## src/rtl/rrc_pkg.sv

```systemverilog
package rrc_pkg;
  localparam int REG_AW = 8;
  localparam int REG_DW = 32;
  localparam logic [REG_AW-1:0] OFS_INT_STAT = 8'h30;
  localparam logic [REG_AW-1:0] OFS_DB_STAT  = 8'h9C;
  localparam logic [REG_AW-1:0] OFS_DB_CLR   = 8'hA0;
  localparam logic [REG_DW-1:0] DB_CLR_VAL   = 32'h0000_0001;

  typedef enum logic [3:0] {
    S_IDLE, S_CLR, S_FLUSH, S_FLUSH_W, S_RING, S_RING_W, S_RES,
    S_STAT, S_STAT_W, S_DBS, S_DBS_W, S_PEND
  } seq_e;
endpackage

```

## src/rtl/rrc_ring_ptr.sv

```systemverilog
module rrc_ring_ptr #(
  parameter int DEPTH = 8,
  localparam int IDX_W = (DEPTH > 2) ? $clog2(DEPTH) : 1
) (
  input  logic             clk,
  input  logic             rst_n,
  input  logic             step,
  output logic [IDX_W-1:0] head,
  output logic             phase
);
  localparam logic [IDX_W-1:0] LAST = IDX_W'(DEPTH - 1);

  always_ff @(posedge clk) begin
    if (!rst_n) begin
      head  <= '0;
      phase <= 1'b1;
    end else if (step) begin
      if (head == LAST) begin
        head  <= '0;
        phase <= ~phase;
      end else begin
        head <= head + 1'b1;
      end
    end
  end
endmodule

```

## src/rtl/rrc_out_count.sv

```systemverilog
module rrc_out_count #(
  parameter int W = 4
) (
  input  logic         clk,
  input  logic         rst_n,
  input  logic         inc,
  input  logic         dec,
  output logic [W-1:0] count
);
  localparam logic [W-1:0] TOP = '1;

  always_ff @(posedge clk) begin
    if (!rst_n) begin
      count <= '0;
    end else if (inc && !dec) begin
      if (count != TOP) count <= count + 1'b1;
    end else if (dec && !inc) begin
      if (count != '0) count <= count - 1'b1;
    end
  end
endmodule

```

## src/rtl/rrc_seq.sv

```systemverilog
module rrc_seq
  import rrc_pkg::*;
#(
  parameter int ENTRY_W = 64,
  parameter int IDX_W   = 3
) (
  input  logic               clk,
  input  logic               rst_n,
  input  logic               msi_mode,
  input  logic [IDX_W-1:0]   head,
  input  logic               phase,
  output logic               consume,
  input  logic               poll_valid,
  output logic               poll_ready,
  output logic               res_valid,
  input  logic               res_ready,
  output logic [ENTRY_W-1:0] res_data,
  input  logic               chk_valid,
  output logic               chk_ready,
  output logic               pend_valid,
  input  logic               pend_ready,
  output logic               pend_flag,
  output logic               mem_req_valid,
  input  logic               mem_req_ready,
  output logic [IDX_W-1:0]   mem_req_idx,
  input  logic               mem_rsp_valid,
  input  logic [ENTRY_W-1:0] mem_rsp_data,
  output logic               reg_valid,
  input  logic               reg_ready,
  output logic               reg_we,
  output logic [REG_AW-1:0]  reg_addr,
  output logic [REG_DW-1:0]  reg_wdata,
  input  logic               reg_rvalid,
  input  logic [REG_DW-1:0]  reg_rdata
);
  localparam logic [ENTRY_W-1:0] EMPTY_WORD = {{(ENTRY_W-32){1'b0}}, 32'hFFFF_FFFF};

  seq_e               state, nxt;
  logic [ENTRY_W-1:0] res_q;
  logic               pend_q;
  logic               msi_q;
  logic               hit;

  assign hit         = (mem_rsp_data[0] == phase);
  assign consume     = (state == S_RING_W) && mem_rsp_valid && hit;
  assign poll_ready  = (state == S_IDLE);
  assign chk_ready   = (state == S_IDLE) && !poll_valid;
  assign res_valid   = (state == S_RES);
  assign res_data    = res_q;
  assign pend_valid  = (state == S_PEND);
  assign pend_flag   = pend_q;
  assign mem_req_valid = (state == S_RING);
  assign mem_req_idx   = head;
  assign reg_valid   = (state == S_CLR) || (state == S_FLUSH) ||
                       (state == S_STAT) || (state == S_DBS);
  assign reg_we      = (state == S_CLR);
  assign reg_wdata   = (state == S_CLR) ? DB_CLR_VAL : '0;

  always_comb begin
    case (state)
      S_CLR:   reg_addr = OFS_DB_CLR;
      S_STAT:  reg_addr = OFS_INT_STAT;
      default: reg_addr = OFS_DB_STAT;
    endcase
  end

  always_comb begin
    nxt = state;
    case (state)
      S_IDLE: begin
        if (poll_valid)     nxt = msi_mode ? S_RING : S_CLR;
        else if (chk_valid) nxt = S_STAT;
      end
      S_CLR:     if (reg_ready) nxt = S_FLUSH;
      S_FLUSH:   if (reg_ready) nxt = S_FLUSH_W;
      S_FLUSH_W: if (reg_rvalid) nxt = S_RING;
      S_RING:    if (mem_req_ready) nxt = S_RING_W;
      S_RING_W:  if (mem_rsp_valid) nxt = S_RES;
      S_RES:     if (res_ready) nxt = S_IDLE;
      S_STAT:    if (reg_ready) nxt = S_STAT_W;
      S_STAT_W: begin
        if (reg_rvalid) begin
          if (reg_rdata == '0 || msi_q) nxt = S_PEND;
          else                          nxt = S_DBS;
        end
      end
      S_DBS:     if (reg_ready) nxt = S_DBS_W;
      S_DBS_W:   if (reg_rvalid) nxt = S_PEND;
      S_PEND:    if (pend_ready) nxt = S_IDLE;
      default:   nxt = S_IDLE;
    endcase
  end

  always_ff @(posedge clk) begin
    if (!rst_n) begin
      state  <= S_IDLE;
      res_q  <= '0;
      pend_q <= 1'b0;
      msi_q  <= 1'b0;
    end else begin
      state <= nxt;
      if (state == S_IDLE) msi_q <= msi_mode;
      if (state == S_RING_W && mem_rsp_valid)
        res_q <= hit ? mem_rsp_data : EMPTY_WORD;
      if (state == S_STAT_W && reg_rvalid)
        pend_q <= (reg_rdata != '0) && msi_q;
      if (state == S_DBS_W && reg_rvalid)
        pend_q <= reg_rdata[0];
    end
  end
endmodule

```

## src/rtl/reply_ring_consumer.sv

```systemverilog
module reply_ring_consumer
  import rrc_pkg::*;
#(
  parameter int RING_DEPTH = 8,
  parameter int ENTRY_W    = 64,
  localparam int IDX_W = (RING_DEPTH > 2) ? $clog2(RING_DEPTH) : 1,
  localparam int CNT_W = $clog2(RING_DEPTH + 1)
) (
  input  logic               clk,
  input  logic               rst_n,
  input  logic               msi_mode,
  input  logic               cmd_issued,
  output logic [CNT_W-1:0]   outstanding,
  input  logic               poll_valid,
  output logic               poll_ready,
  output logic               res_valid,
  input  logic               res_ready,
  output logic [ENTRY_W-1:0] res_data,
  input  logic               chk_valid,
  output logic               chk_ready,
  output logic               pend_valid,
  input  logic               pend_ready,
  output logic               pend_flag,
  output logic               mem_req_valid,
  input  logic               mem_req_ready,
  output logic [IDX_W-1:0]   mem_req_idx,
  input  logic               mem_rsp_valid,
  input  logic [ENTRY_W-1:0] mem_rsp_data,
  output logic               reg_valid,
  input  logic               reg_ready,
  output logic               reg_we,
  output logic [7:0]         reg_addr,
  output logic [31:0]        reg_wdata,
  input  logic               reg_rvalid,
  input  logic [31:0]        reg_rdata
);
  logic [IDX_W-1:0] head_w;
  logic             phase_w;
  logic             consume_w;

  rrc_ring_ptr #(.DEPTH(RING_DEPTH)) u_ptr (
    .clk(clk), .rst_n(rst_n), .step(consume_w), .head(head_w), .phase(phase_w)
  );

  rrc_out_count #(.W(CNT_W)) u_cnt (
    .clk(clk), .rst_n(rst_n), .inc(cmd_issued), .dec(consume_w), .count(outstanding)
  );

  rrc_seq #(.ENTRY_W(ENTRY_W), .IDX_W(IDX_W)) u_seq (
    .clk(clk), .rst_n(rst_n), .msi_mode(msi_mode),
    .head(head_w), .phase(phase_w), .consume(consume_w),
    .poll_valid(poll_valid), .poll_ready(poll_ready),
    .res_valid(res_valid), .res_ready(res_ready), .res_data(res_data),
    .chk_valid(chk_valid), .chk_ready(chk_ready),
    .pend_valid(pend_valid), .pend_ready(pend_ready), .pend_flag(pend_flag),
    .mem_req_valid(mem_req_valid), .mem_req_ready(mem_req_ready), .mem_req_idx(mem_req_idx),
    .mem_rsp_valid(mem_rsp_valid), .mem_rsp_data(mem_rsp_data),
    .reg_valid(reg_valid), .reg_ready(reg_ready), .reg_we(reg_we),
    .reg_addr(reg_addr), .reg_wdata(reg_wdata),
    .reg_rvalid(reg_rvalid), .reg_rdata(reg_rdata)
  );
endmodule

```

## config.mk

```make
export PLATFORM = sky130hd
export DESIGN_NAME = reply_ring_consumer
export DESIGN_NICKNAME = d
export VERILOG_FILES = /design/src/rtl/rrc_pkg.sv /design/src/rtl/rrc_ring_ptr.sv /design/src/rtl/rrc_out_count.sv /design/src/rtl/rrc_seq.sv /design/src/rtl/reply_ring_consumer.sv
export SDC_FILE = /design/constraint.sdc
export NUM_CORES = 1
export LEC_CHECK = 0
export BUFFER_PORTS_ARGS = -buffer_cell sky130_fd_sc_hd__buf_2
export CORE_ASPECT_RATIO = 0.6
export CORE_MARGIN = 5
export CORE_UTILIZATION = 47
export CTS_BUF_LIST = sky130_fd_sc_hd__clkbuf_16
export DETAILED_ROUTE_END_ITERATION = 8
export MAX_ROUTING_LAYER = met4
export PLACE_DENSITY = 0.93
export SYNTH_ARGS = -nofsm -noshare
export SYNTH_HDL_FRONTEND = slang
export SYNTH_SLANG_ARGS = --single-unit
```

## constraint.sdc

```tcl
create_clock -name clk -period 3.58 [get_ports clk]
set_input_delay 0.179 -clock clk [delete_from_list [all_inputs] [get_ports clk]]
set_output_delay 0.179 -clock clk [all_outputs]
set_load 0.02 [all_outputs]
```

==> summary by stage, run 1 <==
Global route
The first-pass GRT wire length is 17.0 mm. The total routing resource utilization after global routing is 21.1%. The number of antenna violations at the first check in global routing is 0. The number of global-route vias before repair is 3703. The overall overflow remaining after global route is 0.

Entering global routing, the biggest net connects 74 pins.

Timing
Setup total negative slack on the finished layout was measured at 0 ns. The final number of hold-violating endpoints is 0. The share of the cycle needed by the critical path after routing is 73.9%.

The worst pin sits at a relative slew slack of 18.5%. After layout, the minimum clock period comes to about 2.6 ns. The max-slew violation count was 0. The actual slew at the worst max-slew pin is 1.22 ns. On the final layout, the worst hold slack is 0.122 ns. Clock skew on the completed layout was measured at 0.00692 ns. Setup repair after global routing left no endpoint under its margin. The timing-limited maximum frequency is 378 MHz. The count of endpoints failing setup in the final report is 0.

Synthesis
The gate count of the mapped netlist is between 400 and 500. The Yosys step of the flow raised 0 warnings. The mapped cell area is 3720 um^2. The average size of a mapped cell is 7.97 um^2. The number of synthesized flops with an enable pin is 0. The post-synthesis cell type count is 52.

The flop and latch count out of synthesis is 78. In the synthesized netlist the async set-or-reset flop fraction comes to 0%. The most instantiated flip-flop cell in the synthesis netlist is sky130_fd_sc_hd__dfxtp_1. The share of the Yosys chip area taken by registers is a little over two fifths.

Setup path
The critical path goes through nand4bb_1 -> o21ai_1 -> ha_1 -> o21ai_0 -> nand2b_1 -> mux2_1 -> or3_1 -> a21oi_1. The startpoint class of the critical path is a register. The worst reg2reg path endpoint is u_cnt.count[3]. The critical path ends at u_cnt.count[3]. The worst setup path is of the reg -> reg kind. Together, buffers and inverters on the worst path number 0. For the worst setup path, the data required time is 3.82 ns. The worst-path cell with the longest stage delay is sky130_fd_sc_hd__dfxtp_1.

The setup check on the worst reg-to-reg path leaves a slack of 0.94 ns. The delay of the slowest cell on the worst path is 0.74 ns. The worst setup path is captured at a register. The number of cells on the critical path is 8. The most critical setup path has its startpoint at u_seq.state[2].

The critical path's top delay family is flip-flops. STA puts the critical path data arrival time at approximately 2.9 ns. The startpoint of the worst register-to-register path is u_seq.state[2]. For the worst flop-to-flop path, the logic depth is 8. Of all nets on the critical path, the largest fanout is 21.

Die
The height of the die is 78.9 um. The overall die area is 9860 um^2. The initial utilization of the core area, before any placement, comes to between 40% and 50%. From left edge to right edge, the die measures 125 um. The floorplan has 25 rows. 227 I/O pins were placed.

In this run the standard cell core region covers 7790 um^2.

Layout
Once layout is complete, the cells apart from fillers number approximately 750. The number of antenna repair diodes is 0. The commonest non-fill, non-tap cell in the layout is sky130_fd_sc_hd__buf_2.

The final instance area is around 4900 um^2. At the end of the flow, the number of nets in the layout was 746. The post-route netlist has 34.5% of its cells at a drive strength greater than 1. The area growth from synthesis to layout is 30.3%.

The count of fill cells added during filler insertion is 671. In the layout the commonest cells are sky130_fd_sc_hd__buf_2 (192), sky130_fd_sc_hd__nor2_1 (78), sky130_fd_sc_hd__dfxtp_1 (78).

Detailed routing
In this run, the number of DRC markers left after iteration 0 of detailed routing was between 200 and 250. The detailed-router iteration count before antenna repair is 5. The routed wire length on met3 is 887 um. The routed layout has between 3000 and 4000 vias. The average wire length per cell after detail routing is 14.4 um.

The post-detailed-route count of antenna-violating nets is 0. For this run, design rule violations remaining after detail routing come to 0. The aggregate routed wire length is 10.8 mm. The highest layer touched by signal routing is met4.

The routed design uses 5.13 mm of met2 wire. The vias per cell is around 5.2. For this block, wires on met1 add up to 4.62 mm.

CTS
In this run the deepest clock path goes through 2 buffers. The later pin in the worst-skew pair is clocked with a latency of 0.32 ns. The post-cts repair resize count is 0. CTS placed an instance of sky130_fd_sc_hd__clkbuf_16 at the clock tree root.

The number of hold buffers added after CTS is 0. The number of clock buffers inserted by TritonCTS is 9. The clock transition at the register clock pins on the worst setup and hold paths after CTS is roughly 0.060 ns. After clock tree synthesis, the setup repair step added 0 buffers. The H-tree generated during clock tree synthesis spans 3 levels. The clock tree from TritonCTS is yes.

The clock sink count is 78.

Placement
The placed instances occupy a cell area of 4560 um^2. The quantity of I/O buffers inserted on ports is 192. The wire-length estimate of the detail-placed layout is 8.03 mm. Routability-driven placement finished with a final weighted congestion of about 0.93. Counting tap cells, the placed design contains a total of 730 instances.

Flow run
The tool flagged a number of max-cap violations equal to 0.

Power and ir drop
The power density relative to cell area is 585 nW/um^2. The maximum resistive drop on vdd is 0.313 mV. The leakage power is ~2.4 nW.

Worst hold path
The path type of the worst min-delay path is in -> reg.

Outcome
The flow ran to the end, and the final reports show no timing, DRC or antenna violations.
cell usage after synthesis (2+ instances only):
master	instances	area, um^2
sky130_fd_sc_hd__a21oi_1	39	195
sky130_fd_sc_hd__a31oi_1	2	12.5
sky130_fd_sc_hd__and3_1	32	200
sky130_fd_sc_hd__buf_2	8	40.0
sky130_fd_sc_hd__buf_4	37	278
sky130_fd_sc_hd__clkbuf_1	26	97.6
sky130_fd_sc_hd__dfxtp_1	78	1560
sky130_fd_sc_hd__ha_1	5	62.6
sky130_fd_sc_hd__inv_1	10	37.5
sky130_fd_sc_hd__mux2i_1	9	90.1
sky130_fd_sc_hd__nand2_1	13	48.8
sky130_fd_sc_hd__nand2b_1	5	31.3
sky130_fd_sc_hd__nand3_1	2	10.0
sky130_fd_sc_hd__nand4_1	4	25.0
sky130_fd_sc_hd__nor2_1	78	293
sky130_fd_sc_hd__nor2_2	2	12.5
sky130_fd_sc_hd__nor3_1	63	315
sky130_fd_sc_hd__nor3b_1	3	22.5
sky130_fd_sc_hd__nor4_1	8	50.1
sky130_fd_sc_hd__o211ai_1	2	15.0
sky130_fd_sc_hd__o21ai_0	5	25.0
sky130_fd_sc_hd__o31ai_1	2	15.0
sky130_fd_sc_hd__or3_1	2	12.5
sky130_fd_sc_hd__xnor2_1	4	35.0
sequential cells by signal (all words and copies together), names as in the netlist:
register         flops
u_seq.state          4
u_ptr.head           3
u_cnt.count          4
u_seq.res_data      64
u_seq.msi_q          1
u_ptr.phase          1
u_seq.pend_flag      1
routing by layer:
metal  track usage [%]  vias to the layer above
met1              25.1                     1800
met5                 -                        -
li1                  -                     1872
met3              7.12                       14
met4              4.98                        0
met2              35.1                      180
tightest hold or removal path, delay by kind of cell:
kind,cells,cell delay (ns)
buffers and inverters,1,0.07
and+or+nand+nor,2,0.14
stage by stage:
stage	util, %	total power, mW	setup slack [ns]
after CTS	62.3	2.86	0.980
final	62.3	2.84	0.936
after global routing	62.3	3.00	0.787
after floorplan	-	1.74	1.23
after global placement	58.5	1.92	1.15
after detailed placement	58.5	1.96	0.997
final cells by class:
type	count	area, um^2	share of cell area, %
clock buffers	9	225	4.64
clock inverters	7	72.6	1.50
inverters	11	41.3	0.851
multi-input cells	339	1830	37.7
flip-flops and latches	78	1560	32.2
well taps	108	135	2.78
repair buffers	194	988	20.4
cell families (layout without fill, tap and decap cells):
| kind of cell | Yosys count | in the layout | share of synthesized area [%] |
|---|---|---|---|
| muxes | 11 | 11 | 3.02 |
| and+or+nand+nor | 223 | 223 | 30.0 |
| buffers and inverters | 83 | 221 | 12.4 |
| other | 1 | 34 | 0.101 |
| AOI/OAI and AO/OA | 61 | 61 | 9.68 |
| adders and majority gates | 5 | 5 | 1.68 |
| DFF | 78 | 78 | 41.9 |
| xor gates and xnor gates | 5 | 5 | 1.18 |
power by group:
| part | leakage [nW] | total [mW] | internal, mW | switching (mW) |
|---|---|---|---|---|
| Sequential | 0.631 | 1.07 | 0.947 | 0.128 |
| Clock | 0.142 | 0.895 | 0.541 | 0.355 |
| Combinational | 1.68 | 0.868 | 0.334 | 0.534 |
| Total | 2.45 | 2.84 | 1.82 | 1.02 |
worst min path at each step:
stage                startpoint            endpoint  depth (start not counted)
6_report       mem_rsp_data[24]  u_seq.res_data[24]                          3
5_1_grt         mem_rsp_data[4]   u_seq.res_data[4]                          3
4_1_cts        mem_rsp_data[24]  u_seq.res_data[24]                          3
3_5_place_dp   mem_rsp_data[24]  u_seq.res_data[24]                          3
3_3_place_gp    mem_rsp_data[1]   u_seq.res_data[1]                          3
2_1_floorplan          msi_mode         u_seq.msi_q                          2
Note: power is estimated with default switching activity, not from simulation.
==> run 2, diff against run 1 <==
CORE_UTILIZATION = 43   (was 47)
PLACE_DENSITY = 0.87   (was 0.93)
clock period = 2.6 ns   (was 3.58 ns; I/O delays follow)
==> run 2 against run 1 <==
Net effect:
- sequential share of layout area down 0.67 points
- first-iteration DRC count is 20% lower
- routed wire length grew 0.17%
- hold slack got worse by 0.050 ns
- die area is 8.3% higher
- largest cell class unchanged
==> summary by stage, run 2 (synthesis gave the netlist of run 1 again) <==
Timing
The share of the cycle needed by the critical path after routing is roughly nine tenths. Based on the critical path, the design can be clocked at up to 423 MHz. The actual slew at the worst max-slew pin is just over 0.7 ns. The final setup slack of the worst path is around 0.24 ns. The sum of negative setup slack is 0 ns.

Setup repair after global routing left no endpoint under its margin. Headroom to the max-slew limit came out at 51.3%. The count of endpoints failing setup in the final report is 0. The minimum period implied by the final worst setup slack is 2.36 ns. The max-slew violation count was 0. The final number of hold-violating endpoints is 0.

The clock skew after layout is 0.00664 ns.

Layout
The commonest non-fill, non-tap cell in the layout is sky130_fd_sc_hd__buf_2. The flip-flop count of the largest register, all copies and words added is 64. The total area of multi-input combinational cells is 1830 um^2. The area added between synthesis and finish is 33.1%. Counting the fill cells in the layout gives 762.

After routing the design area is a little under 5000 um^2. The number of antenna repair diodes is 0. The share of layout cells above drive strength 1 is 35.0%. The final net count is 753.

The register area is 1560 um^2. In the layout the commonest cells are sky130_fd_sc_hd__buf_2 (192), sky130_fd_sc_hd__nor2_1 (78), sky130_fd_sc_hd__dfxtp_1 (78).

Detailed routing
The first TritonRoute pass finished after 5 iterations. The via count is 3793. The aggregate routed wire length is 10.8 mm. The initial detailed-routing violation count is roughly 190. The total DRC errors in the routed layout is 0. Dividing the detail-routed via count by the number of cells gives 5.01.

After detailed routing, the average wire length per cell comes to 14.2 um. The post-detailed-route count of antenna-violating nets is 0.

CTS
The number of H-tree branching levels is 3. The clock sink count is 78. TritonCTS created 9 clock buffers. After clock tree synthesis, the flow added hold-fix buffers numbering 0. The clock passes through at most 2 buffers. The cell at the root of the clock tree is sky130_fd_sc_hd__clkbuf_16. The clock transition at the register clock pins on the worst setup and hold paths after CTS is 0.06 ns. The clock tree from TritonCTS is yes. The later-pin clock latency in the skew report is 0.33 ns.

Global route
Entering global routing, the biggest net connects 64 pins. The first-pass GRT wire length is about 17 mm. The number of global-route vias before repair is 3597. The overall overflow remaining after global route is 0. The number of antenna violations at the first check in global routing is 0. Global routing used 20.2% of the available tracks.

Setup path
The signal on the critical path passes through inv_1 -> ha_1 -> nand2b_1 -> o21ai_2 -> ha_1 -> o21ai_0 -> nand2b_1 -> mux2_1 -> or3_1 -> a21oi_1. The critical path class is reg -> reg. The largest single stage delay on the critical path is 0.31 ns. The number of cells on the critical path is 10.

The worst path required time is approximately 2.9 ns. The logic depth of the worst register-to-register path is 10. The worst setup path is launched from a register. The arrival time at the worst endpoint is 2.61 ns.

Of all nets on the critical path, the largest fanout is 3. For this design, the slowest cell found on the critical path is sky130_fd_sc_hd__ha_1. The sum of buffers and inverters on the critical path is 1. The critical path's top delay family is adder cells. The setup slack of the most critical reg-to-reg path is 0.24 ns.

STA classifies the critical path endpoint as a register.

Power and ir drop
The power density relative to cell area is ~830 nW/um^2. The leakage power is 2.51 nW. The maximum resistive drop on vdd is 0.369 mV.

Worst hold path
The worst hold path was traced through 3 stages. The path type of the worst min-delay path is in -> reg.

Die
For this configuration, the core starts out at a cell density of 43.9%. The count of boundary I/O pins is 227. The initialized floorplan defines 26 standard-cell rows. The horizontal extent of the die is 130 um. The height of the die is just over 80 um. The core region is 8490 um^2.

The overall die area is between 10000 and 15000 um^2.

Outcome
The run finished with clean final reports.

Placement
Timing analysis after detailed placement gives a worst setup slack of 0.165 ns. Port buffering added between 150 and 200 buffers. The routability-driven placement congestion ratio is 0.940. The post-DP HPWL is 8.14 mm. Once placement finished, the instance area stood at approximately 4600 um^2.

Flow run
The max-capacitance violation count is 0.
run 2: cell count changes in the layout (fill, tap and decap cells not counted), moves of 2 or more:
cell,change
sky130_fd_sc_hd__bufinv_16,+2
sky130_fd_sc_hd__clkinv_2,-2
sky130_fd_sc_hd__inv_1,+2
sky130_fd_sc_hd__buf_4,+7
sky130_fd_sc_hd__clkinvlp_4,-2
run 2: routing by layer:
layer	vias up	wire, um	global-route usage (%)
met5	-	0	-
met4	0	73	5.81
met3	9	799	5.52
met2	140	5230	32.5
met1	1759	4680	25.2
li1	1885	-	-
run 2: repair_timing:
action / CTS / global route
hold endpoints to repair: 0 / 0
endpoints found under the setup margin: 0 / 1
setup buffers: 0 / 0
gates resized for setup: 0 / 1
run 2: final timing paths:
check | start | to
min | mem_rsp_data[21] | u_seq.res_data[21]
max reg2reg | u_ptr.phase | u_cnt.count[3]
max | u_ptr.phase | u_cnt.count[3]
min reg2reg | u_seq.res_data[32] | u_seq.res_data[32]
run 2: cell type report:
type	instances	area share [%]
multi-input combinational	339	37.0
sequential	78	31.5
timing repair buffer	201	21.0
clock buffer	9	4.54
tap	112	2.83
clock inverter	7	2.32
inverter	11	0.833
run 2: per-stage QoR:
step | hold slack, ns | cells | power [mW] | util (%)
floorplan | 0.277 | 500 | 2.40 | -
global route | 0.0681 | 757 | 4.35 | 58.4
detailed placement | 0.406 | 741 | 2.75 | 54.3
finish | 0.0720 | 757 | 4.13 | 58.4
global placement | 0.393 | 741 | 2.70 | 54.3
CTS | 0.0556 | 757 | 4.16 | 58.3
run 2: worst reg2reg max path, cell delays in order (launching register included):
cell,delay [ns]
sky130_fd_sc_hd__dfxtp_1,0.30
sky130_fd_sc_hd__inv_1,0.06
sky130_fd_sc_hd__ha_1,0.28
sky130_fd_sc_hd__nand2b_1,0.18
sky130_fd_sc_hd__o21ai_2,0.22
sky130_fd_sc_hd__ha_1,0.31
sky130_fd_sc_hd__o21ai_0,0.10
sky130_fd_sc_hd__nand2b_1,0.07
sky130_fd_sc_hd__mux2_1,0.30
sky130_fd_sc_hd__or3_1,0.32
sky130_fd_sc_hd__a21oi_1,0.16
run 2: power by group:
| group | total (mW) | switching, mW | internal (mW) |
|---|---|---|---|
| Clock | 1.41 | 0.474 | 0.934 |
| Combinational | 1.32 | 0.822 | 0.494 |
| Sequential | 1.41 | 0.102 | 1.30 |
| Total | 4.13 | 1.40 | 2.73 |
